## config.mk

```make
export PLATFORM = sky130hd
export DESIGN_NAME = alu_hint_stall
export DESIGN_NICKNAME = d
export VERILOG_FILES = /design/src/rtl/alu_hint_pkg.sv /design/src/rtl/alu_hint_history.sv /design/src/rtl/alu_hint_pending.sv /design/src/rtl/alu_hint_stall.sv
export SDC_FILE = /design/constraint.sdc
export NUM_CORES = 1
export LEC_CHECK = 0
export BUFFER_PORTS_ARGS = -buffer_cell sky130_fd_sc_hd__buf_2
export CORE_ASPECT_RATIO = 1.25
export CORE_UTILIZATION = 55
export CTS_CLUSTER_DIAMETER = 150
export DETAILED_ROUTE_END_ITERATION = 10
export PLACE_DENSITY_LB_ADDON = 0.25
export SYNTH_ARGS = -nofsm -noshare
export SYNTH_HDL_FRONTEND = slang
export SYNTH_SLANG_ARGS = --single-unit
```

## constraint.sdc

```tcl
create_clock -name clk_i -period 3.05 [get_ports clk_i]
set_input_delay 0.61 -clock clk_i [delete_from_list [all_inputs] [get_ports clk_i]]
set_output_delay 0.61 -clock clk_i [all_outputs]
set_load 0.02 [all_outputs]
```

## src/rtl/alu_hint_pkg.sv

```systemverilog
package alu_hint_pkg;
  localparam int IMM_W  = 16;
  localparam int CODE_W = 4;
  localparam int SKIP_W = 3;

  typedef struct packed {
    logic [CODE_W-1:0] code_b;
    logic [SKIP_W-1:0] skip;
    logic [CODE_W-1:0] code_a;
  } hint_t;

  function automatic hint_t hint_decode(input logic [IMM_W-1:0] imm);
    hint_t h;
    h.code_a = imm[3:0];
    h.skip   = imm[6:4];
    h.code_b = imm[10:7];
    return h;
  endfunction
endpackage

```

## src/rtl/alu_hint_history.sv

```systemverilog
module alu_hint_history #(
  parameter int DEPTH = 4,
  parameter int TAG_W = 4,
  localparam int CNT_W = $clog2(DEPTH + 1)
) (
  input  logic             clk_i,
  input  logic             rst_ni,
  input  logic             push_i,
  input  logic [TAG_W-1:0] push_tag_i,
  input  logic             cmpl_i,
  input  logic [TAG_W-1:0] cmpl_tag_i,
  output logic [DEPTH-1:0] done_o,
  output logic [CNT_W-1:0] cnt_o
);
  logic [TAG_W-1:0] tag_q [DEPTH];
  logic [DEPTH-1:0] done_q, done_d;
  logic [CNT_W-1:0] cnt_q;

  for (genvar i = 0; i < DEPTH; i++) begin : g_ent
    assign done_d[i] = done_q[i] |
                       (cmpl_i && (tag_q[i] == cmpl_tag_i) && (CNT_W'(i) < cnt_q));

    always_ff @(posedge clk_i or negedge rst_ni) begin
      if (!rst_ni) begin
        tag_q[i]  <= '0;
        done_q[i] <= 1'b0;
      end else if (push_i) begin
        if (i == 0) begin
          tag_q[i]  <= push_tag_i;
          done_q[i] <= 1'b0;
        end else begin
          tag_q[i]  <= tag_q[i-1];
          done_q[i] <= done_d[i-1];
        end
      end else begin
        done_q[i] <= done_d[i];
      end
    end

    AST_DONE_STICKY: assert property (@(posedge clk_i) disable iff (!rst_ni)
      (!push_i && done_q[i]) |=> done_q[i]);
  end

  always_ff @(posedge clk_i or negedge rst_ni) begin
    if (!rst_ni) cnt_q <= '0;
    else if (push_i && cnt_q != CNT_W'(DEPTH)) cnt_q <= cnt_q + 1'b1;
  end

  assign done_o = done_q;
  assign cnt_o  = cnt_q;

  AST_CNT_BOUND: assert property (@(posedge clk_i) disable iff (!rst_ni)
    cnt_q <= CNT_W'(DEPTH));
  AST_PUSH_FRESH: assert property (@(posedge clk_i) disable iff (!rst_ni)
    push_i |=> !done_q[0]);
endmodule

```

## src/rtl/alu_hint_pending.sv

```systemverilog
module alu_hint_pending
  import alu_hint_pkg::*;
#(
  parameter int DEPTH = 4,
  localparam int CNT_W = $clog2(DEPTH + 1)
) (
  input  logic             clk_i,
  input  logic             rst_ni,
  input  logic             hint_i,
  input  logic [IMM_W-1:0] hint_imm_i,
  input  logic             vec_i,
  input  logic [DEPTH-1:0] done_i,
  input  logic [CNT_W-1:0] cnt_i,
  output logic             stall_o
);
  hint_t             dec;
  logic [CODE_W-1:0] code_a_q, code_b_q;
  logic [SKIP_W-1:0] skip_q;
  logic              wait_a, wait_b;

  assign dec = hint_decode(hint_imm_i);

  // Target counted back from the current history; out-of-range codes never match.
  function automatic logic blocked(input logic [CODE_W-1:0] code,
                                   input logic [DEPTH-1:0]  done,
                                   input logic [CNT_W-1:0]  cnt);
    logic b;
    b = 1'b0;
    for (int i = 0; i < DEPTH; i++)
      if (code == CODE_W'(i + 1) && CNT_W'(i) < cnt && !done[i]) b = 1'b1;
    return b;
  endfunction

  always_ff @(posedge clk_i or negedge rst_ni) begin
    if (!rst_ni) begin
      code_a_q <= '0;
      code_b_q <= '0;
      skip_q   <= '0;
    end else if (hint_i) begin
      code_a_q <= dec.code_a;
      code_b_q <= dec.code_b;
      skip_q   <= dec.skip;
    end else if (vec_i) begin
      code_a_q <= '0;
      if (skip_q == '0) code_b_q <= '0;
      else              skip_q   <= skip_q - 1'b1;
    end
  end

  assign wait_a  = blocked(code_a_q, done_i, cnt_i);
  assign wait_b  = (skip_q == '0) && blocked(code_b_q, done_i, cnt_i);
  assign stall_o = wait_a | wait_b;

  AST_CONSUME_A: assert property (@(posedge clk_i) disable iff (!rst_ni)
    vec_i |=> (code_a_q == '0));
  AST_STALL_NEEDS_HINT: assert property (@(posedge clk_i) disable iff (!rst_ni)
    stall_o |-> (code_a_q != '0 || code_b_q != '0));
  AST_EMPTY_NO_STALL: assert property (@(posedge clk_i) disable iff (!rst_ni)
    (cnt_i == '0) |-> !stall_o);
endmodule

```

## src/rtl/alu_hint_stall.sv

```systemverilog
module alu_hint_stall
  import alu_hint_pkg::*;
#(
  parameter int DEPTH = 4,
  parameter int TAG_W = 4,
  localparam int CNT_W = $clog2(DEPTH + 1)
) (
  input  logic             clk_i,
  input  logic             rst_ni,
  input  logic             issue_valid_i,
  input  logic             issue_hint_i,
  input  logic [15:0]      issue_imm_i,
  input  logic [TAG_W-1:0] issue_tag_i,
  input  logic             cmpl_valid_i,
  input  logic [TAG_W-1:0] cmpl_tag_i,
  output logic             stall_o
);
  logic             accept, push, hint;
  logic [DEPTH-1:0] done;
  logic [CNT_W-1:0] cnt;

  assign accept = issue_valid_i && !stall_o;
  assign push   = accept && !issue_hint_i;
  assign hint   = accept && issue_hint_i;

  alu_hint_history #(.DEPTH(DEPTH), .TAG_W(TAG_W)) u_hist (
    .clk_i      (clk_i),
    .rst_ni     (rst_ni),
    .push_i     (push),
    .push_tag_i (issue_tag_i),
    .cmpl_i     (cmpl_valid_i),
    .cmpl_tag_i (cmpl_tag_i),
    .done_o     (done),
    .cnt_o      (cnt)
  );

  alu_hint_pending #(.DEPTH(DEPTH)) u_pend (
    .clk_i      (clk_i),
    .rst_ni     (rst_ni),
    .hint_i     (hint),
    .hint_imm_i (issue_imm_i),
    .vec_i      (push),
    .done_i     (done),
    .cnt_i      (cnt),
    .stall_o    (stall_o)
  );

  AST_HOLD_COUNT: assert property (@(posedge clk_i) disable iff (!rst_ni)
    (stall_o && issue_valid_i) |=> $stable(cnt));
  AST_HOLD_STALL: assert property (@(posedge clk_i) disable iff (!rst_ni)
    (stall_o && issue_valid_i && !cmpl_valid_i) |=> stall_o);
  AST_HINT_NO_COUNT: assert property (@(posedge clk_i) disable iff (!rst_ni)
    (issue_valid_i && issue_hint_i) |=> $stable(cnt));
endmodule

```

# Yosys cells after proc, flatten, opt, wreduce, memory -nomap -nowiden
# Cells that the tools add are included.
op_classes:
  eq_ne: 14
  bitwise_logic: 5
  n_mux: 20
  reduce_logical: 40
  magnitude_cmp: 4
  n_addsub: 2
ops:
  columns: ["op", "n"]
  rows:
  - ["$logic_and 1x1->1", 29]
  - ["$mux 4", 5]
  - ["$eq 4x2->1 const B", 4]
  - ["$eq 4x4->1", 4]
  - ["$mux 1", 12]
  - ["$mux 3", 3]
  - ["$eq 4x1->1 const B", 2]
  - ["$eq 4x3->1 const B", 2]
  - ["$logic_not 1->1", 6]
  - ["$lt 1x3->1 const A", 2]
  - ["$lt 2x3->1 const A", 2]
  - ["$or 1x1->1", 5]
  - ["$reduce_and 2->1", 2]
  - ["$reduce_bool 2->1", 2]
  - ["$add 3x1->3 const B", 1]
  - ["$logic_not 3->1", 1]
  - ["$ne 3x3->1 const B", 1]
  - ["$sub 3x1->3 const B", 1]
  - ["$ne 2x2->1 const B", 1]
word_totals:
  output_inout_bits: 1
  elab_cells: 97
  register_bits: 34
  input_bits: 29

# Longest topological paths before layout
# Gate-level depths: netlist (run 1).
depth:
  ltp_word: 14
  ltp_mapped: 10
  ltp_nobuf: 8

# By module
# Synthesis (run 1) repeated with hierarchy kept, for this count alone.
hier_totals:
  hier_cells: 169
  area_unflattened_um2: 1785.5
by_module_without_submodules:
  columns: ["module", "cells_per_inst", "area_per_inst_um2", "seq_area_each_um2", "instances"]
  rows:
  - ["alu_hint_history", 88, 1094.8, 575.6, 1]
  - ["alu_hint_pending", 79, 669.4, 275.3, 1]
  - ["alu_hint_stall", 2, 21.3, 0.0, 1]

# Worst setup path before layout (run 1)
# Ideal clock, no wire load.
synth_timing:
  path_type: "register -> output"
  start: "register u_pend.skip_q[0]"
  end: "output stall_o"
  stages_incl_launch_ff: 9
  slack_ns: 0.673
  arrival_ns: 1.767
  required_ns: 2.440
  n_path_buf: 1
  path_cell_list: "dfrtp_1 > inv_1 > ha_1 > ha_1 > nor3b_2 > o21ai_0 > or4_1 > buf_2 > nand3_1"
synth_between:
  elab_chain_cells: 3
synth_rtl:
  columns: ["item", "line_no", "text"]
  rows:
  - ["start: declaration", "alu_hint_pending.sv:18", "logic [SKIP_W-1:0] skip_q;"]
  - ["start signal: assignment", "alu_hint_pending.sv:42", "skip_q <= dec.skip;"]
  - ["start signal: assignment", "alu_hint_pending.sv:46", "else skip_q <= skip_q - 1'b1;"]
  - ["$logic_not 3->1", "alu_hint_pending.sv:51", "assign wait_b = (skip_q == '0) && blocked(code_b_q, done_i, cnt_i);"]
  - ["$logic_and 1x1->1", "alu_hint_pending.sv:51", null]
  - ["$or 1x1->1", "alu_hint_pending.sv:52", "assign stall_o = wait_a | wait_b;"]
  - ["end: declaration", "alu_hint_stall.sv:16", "output logic stall_o"]
# No other way between the ends.

# Final worst setup path (run 1)
# Same ends and word-level chain as after synthesis.

==> impl_metrics.yaml, run 1 <==
timing:
  finalCritPeriodShare_pct: 93.82
  fmax_mhz: 349.5
  finalSetupTns_ns: 0
  finalSetupViolCount: 0
  hold_violations: 0
  grt_setup_unrepaired: "false"
  relSlewSlack_pct: 50.65
  hold_ws_ns: 0.3755
  worst_pin_slew_ns: 0.7402
  clock-skew-final_ns: 0.008293
  period_minus_slack_ns: 2.862
  final-max-slew-violation-count: 0
die:
  dieArea_um2: 3715
  start_util_pct: 58.75
  die_w_um: 54.72
  die_y_um: 67.90
  design.core.area_um2: 3252
  rows: 23
  ios: 30
clock_tree:
  cts_sinks: 34
  numCtsBuffers: 5
  ctsHtreeMaxLevel: 2
  tritoncts: "done"
  clock_path_buffers: 2
  root_buffer: "clkbuf_8"
  clkTransAtPathRegs_ns: 0.07
  clkLatencyLatePin_ns: 0.29
finish:
  diodes: 0
  finalNonFillerCells: 226
  drive_gt1_share_pct: 30.16
  areaGrowthSynthToFinish_pct: 11.79
  finalCoreUtilization_pct: 65.68
  nets: 221
logic_synthesis:
  yosysWarningCount: 0
  synth_edf_count: 0
  synth_top_area_cell: "dfrtp_1"
  yosysTopAreaCellShare_pct: 44.53
  avgSynthCellArea_um2: 11.58
  synth_cell_types: 41
  synth_area_leaders: "dfrtp_1 45%, mux2_4 12%, mux2i_1 3.7%"
  ys_top_cells_by_count: "34 x dfrtp_1, 15 x mux2_4, 13 x inv_1"
  synth-seq-cells: 34
  syn_inst: 165
  ys_seq_area_share_pct: 44.53
  syn_area_um2: 1911
  syn_nets: 198
  ys.flop_type: "dfrtp_1"
  synth-async-reset-ratio_pct: 100.0
  synth_most_common_cell: "dfrtp_1"
setup_path:
  crit_path_end_kind: "primary output"
  critPathTopFamily: "simple AND/OR/NAND/NOR gates"
  cp.depth: 8
  path_max_fanout: 7
  crit_type: "reg -> out"
  path_buf_inv: 2
  arrival_ns: 2.25
  cp_slowest_stage_delay_ns: 0.57
  critical_path.slowest_cell: "or4_4"
  critPathRequiredTime_ns: 2.44
  rr_worst_depth: 8
  path_cells: "inv_1 > ha_1 > ha_1 > nor3b_2 > o21ai_0 > or4_4 > nand3_1 > buf_2"
  crit_path_frequent_cell: "ha_1"
  startpoint_type: "register"
global_route:
  grt_first_pass_wirelength_um: 6196
  grt_overflow: 0
  antenna_found_initial: 0
  track_usage_pct: 24.08
  grt_start_max_net_pins: 35
  grt_pass1_vias: 1397
min_path:
  hold_class: "in -> async"
flow_run:
  cap_viol_max_count: 0
place:
  dp.cells: 218
  gp_congestion: 0.9101
  port_buffers: 24
  hpwl_um: 2753
detailed_routing:
  first_pass_iters: 4
  wl_per_cell_um: 16.56
  drtAntennaViolNets: 0
  route.vias.total: 1350
  via_per_inst: 5.973
  drt_iter0_drc: 28
  drt_wl_total_um: 3743
  drc: 0
power_and_ir_drop:
  p_leak_uw: 0.0009874
  powerDensity_nw_per_um2: 1045
  irDropWorstVdd_mv: 0.6375
run_status:
  outcome: "complete, no violations"
-- metrics by stage --
stage | area (um^2) | worst slack (ns) | power [uW]
floorplan | 1911 | 0.6727 | 1645
global placement | 2022 | 0.4902 | 1778
detailed placement | 2022 | 0.4084 | 1849
CTS | 2132 | 0.06951 | 2250
global route | 2136 | 0.02226 | 2391
finish | 2136 | 0.1884 | 2232
-- what timing repair did --
action / CTS / global route
endpoints found under the setup margin: 0 / 1
hold buffers: 0 / 0
setup buffers: 0 / 0
resized for setup: 0 / 1
-- logic make-up (layout without fill, tap and decap cells) --
logic type,count (synthesis),in the layout,share of synthesized area [%]
AOI/OAI and AO/OA,30,30,12.51
xor gates and xnor gates,14,14,6.418
adders and majority gates,4,4,2.620
buffers and inverters,21,45,5.436
DFF,34,34,44.53
muxes,24,24,16.63
and+or+nand+nor,38,38,11.85
-- power by group --
part	internal [uW]	switching, uW
Clock	228	160
Sequential	669	237
Combinational	527	411
Total	1420	808
-- sequential cells by signal (all words and copies together) (netlist names) --
signal and flops:
u_hist.tag_q 16, u_pend.code_b_q 4, u_pend.code_a_q 4, u_hist.cnt_o 3
u_pend.skip_q 3, u_hist.done_o 4
-- per-layer routing --
metal	up-vias	global-route usage [%]	routed length [um]
met3	11	7.111	146
met5	-	0	0
met1	674	25.79	1520
li1	635	-	-
met4	0	15.38	114
met2	30	40.06	1961
-- worst paths after layout --
check                                 start  slack, ns                 end
setup / recovery           u_pend.skip_q[0]       0.19             stall_o
hold / removal                       rst_ni       0.38    u_pend.skip_q[2]
setup reg to reg           u_pend.skip_q[0]       0.59    u_hist.tag_q[15]
hold reg to reg             u_hist.tag_q[1]       0.52     u_hist.tag_q[1]
max in group asynchronous            rst_ni       2.20  u_pend.code_a_q[1]
min in group clk_i          u_hist.tag_q[1]       0.52     u_hist.tag_q[1]
-- layout by cell type, fill, tap and decap left out, types with 3 or more instances in the layout --
| cell type | n |
|---|---|
| clkbuf_8 | 8 |
| mux2i_1 | 7 |
| a32o_1 | 4 |
| nor3_1 | 4 |
| xor2_1 | 8 |
| dfrtp_1 | 34 |
| nor2_1 | 3 |
| xnor2_1 | 6 |
| and3_1 | 3 |
| nand3_1 | 3 |
| o21ai_0 | 7 |
| nand2_1 | 10 |
| a22o_1 | 3 |
| ha_1 | 4 |
| inv_1 | 13 |
| buf_2 | 24 |
| a31oi_1 | 3 |
| mux2_4 | 15 |
-- area by class of cell --
cell class / count / area [um^2]
clock buffer: 8 / 110.1
fill: 261 / 1116
inverter: 13 / 48.80
multi-input combinational: 110 / 959.7
sequential: 34 / 850.8
tap: 37 / 46.29
timing repair buffer: 24 / 120.1
No activity file was read; power rests on OpenSTA's default activity.
==> inputs of run 2 (changes only) <==
--- a/config.mk
+++ b/config.mk
@@ -6,7 +6,7 @@
 export NUM_CORES = 1
 export LEC_CHECK = 0
 export BUFFER_PORTS_ARGS = -buffer_cell sky130_fd_sc_hd__buf_2
-export CORE_ASPECT_RATIO = 1.25
+export CORE_ASPECT_RATIO = 1.1
 export CORE_UTILIZATION = 55
 export CTS_CLUSTER_DIAMETER = 150
 export DETAILED_ROUTE_END_ITERATION = 10
==> impl_metrics.yaml, run 2 (synthesis results as in run 1) <==
run_status:
  outcome: "complete, no violations"
finish:
  areaGrowthSynthToFinish_pct: 9.431
  mostFrequentLayoutCell: "dfrtp_1"
  diodes: 0
  mostFrequentLayoutCells: "34 x dfrtp_1, 24 x buf_2, 15 x mux2_4"
  nets: 221
  largest_reg_flops: 16
  drive_gt1_share_pct: 29.41
  top_register: "u_hist.tag_q"
timing:
  period_minus_slack_ns: 2.887
  finalCritPeriodShare_pct: 94.67
  final-max-slew-violation-count: 0
  clock-skew-final_ns: 0.008160
  fmax_mhz: 346.3
  finalSetupViolCount: 0
  hold_violations: 0
  finalSetupTns_ns: 0
  worst_pin_slew_ns: 0.7434
  relSlewSlack_pct: 50.44
  grt_setup_unrepaired: "false"
die:
  design.core.area_um2: 3331
  dieArea_um2: 3714
  die_y_um: 63.82
  ios: 30
  rows: 22
  die_w_um: 58.20
  start_util_pct: 57.36
power_and_ir_drop:
  p_leak_uw: 0.0009601
  irDropWorstVdd_mv: 0.4957
  finalPower_uw: 2075
  powerDensity_nw_per_um2: 992.4
detailed_routing:
  route.vias.total: 1340
  drtAntennaViolNets: 0
  drt_wl_total_um: 3507
  first_pass_iters: 4
  drc: 0
  drt_iter0_drc: 62
  wl_per_cell_um: 14.92
  via_per_inst: 5.702
global_route:
  antenna_found_initial: 0
  grt_overflow: 0
  track_usage_pct: 21.74
  grt_start_max_net_pins: 35
  grt_pass1_vias: 1338
  grt_first_pass_wirelength_um: 6065
setup_path:
  startpoint_type: "register"
  arrival_ns: 2.28
  path_max_fanout: 7
  crit_path_end_kind: "primary output"
  critPathRequiredTime_ns: 2.44
  crit_type: "reg -> out"
  r2r_slack_ns: 0.60
clock_tree:
  ctsHtreeMaxLevel: 2
  clkTransAtPathRegs_ns: 0.10
  root_buffer: "clkbuf_4"
  numCtsBuffers: 5
  cts_sinks: 34
  clkLatencyLatePin_ns: 0.33
  clock_path_buffers: 2
  tritoncts: "done"
place:
  hpwl_um: 2504
  port_buffers: 24
  gp_congestion: 0.8755
min_path:
  hold_class: "in -> async"
flow_run:
  cap_viol_max_count: 0
run 2: changes by cell type in the layout (fill, tap and decap cells not counted):
| cell | delta |
|---|---|
| clkbuf_4 | +5 |
| clkbuf_8 | -7 |
run 2: path summary, 6_finish.rpt:
kind | to | start | cells after the start
max in group asynchronous | u_pend.code_b_q[0] | rst_ni | 1
worst min-delay path | u_pend.skip_q[2] | rst_ni | 1
worst max register to register | u_hist.tag_q[0] | u_pend.skip_q[0] | 8
worst min register to register | u_pend.skip_q[1] | u_pend.skip_q[1] | 1
worst max-delay path | stall_o | u_pend.skip_q[0] | 8
min in group clk_i | u_hist.tag_q[13] | issue_tag_i[1] | 2
run 2: critical path, cell delays in order, from the launching register on:
cell     delay [ns]
dfrtp_1        0.41
inv_1          0.07
ha_1           0.15
ha_1           0.20
nor3b_2        0.17
o21ai_0        0.10
or4_4          0.57
nand3_1        0.10
buf_2          0.17
run 2: layout make-up:
class                      instances  area [um^2]
clock buffer                       6        51.30
tap                               48        60.06
sequential                        34        850.8
multi-input combinational        110        959.7
inverter                          13        48.80
fill                             283         1240
timing repair buffer              24        120.1
run 2: layer usage:
layer	global-route usage [%]	wire, um	up-vias
met3	5.668	176	9
li1	-	-	638
met4	8.929	65	0
met2	36.93	1760	49
met1	25.80	1505	644
met5	0	0	-
run 2: metrics by stage:
step	area, um^2	worst slack (ns)	hold WS, ns	std cells	utilization [%]
floorplan	1911	0.6727	0.3144	165	-
global placement	2036	0.4999	0.4878	229	61.12
detailed placement	2036	0.4496	0.4926	229	61.12
CTS	2087	0.05474	0.3423	235	62.66
global route	2091	0.02836	0.3689	235	62.77
finish	2091	0.1625	0.3250	235	62.77
run 2: timing repair:
action                                  4_1_cts  5_1_grt
hold buffers                                  0        0
hold endpoints to repair                      0        0
endpoints found under the setup margin        0        1
setup buffers                                 0        0
resized for setup                             0        1
run 2: report_power, final:
group | switching (uW) | leakage (uW) | internal (uW)
Combinational | 406 | 0.000513 | 526
Sequential | 232 | 0.000417 | 668
Clock | 140 | 0.0000302 | 104
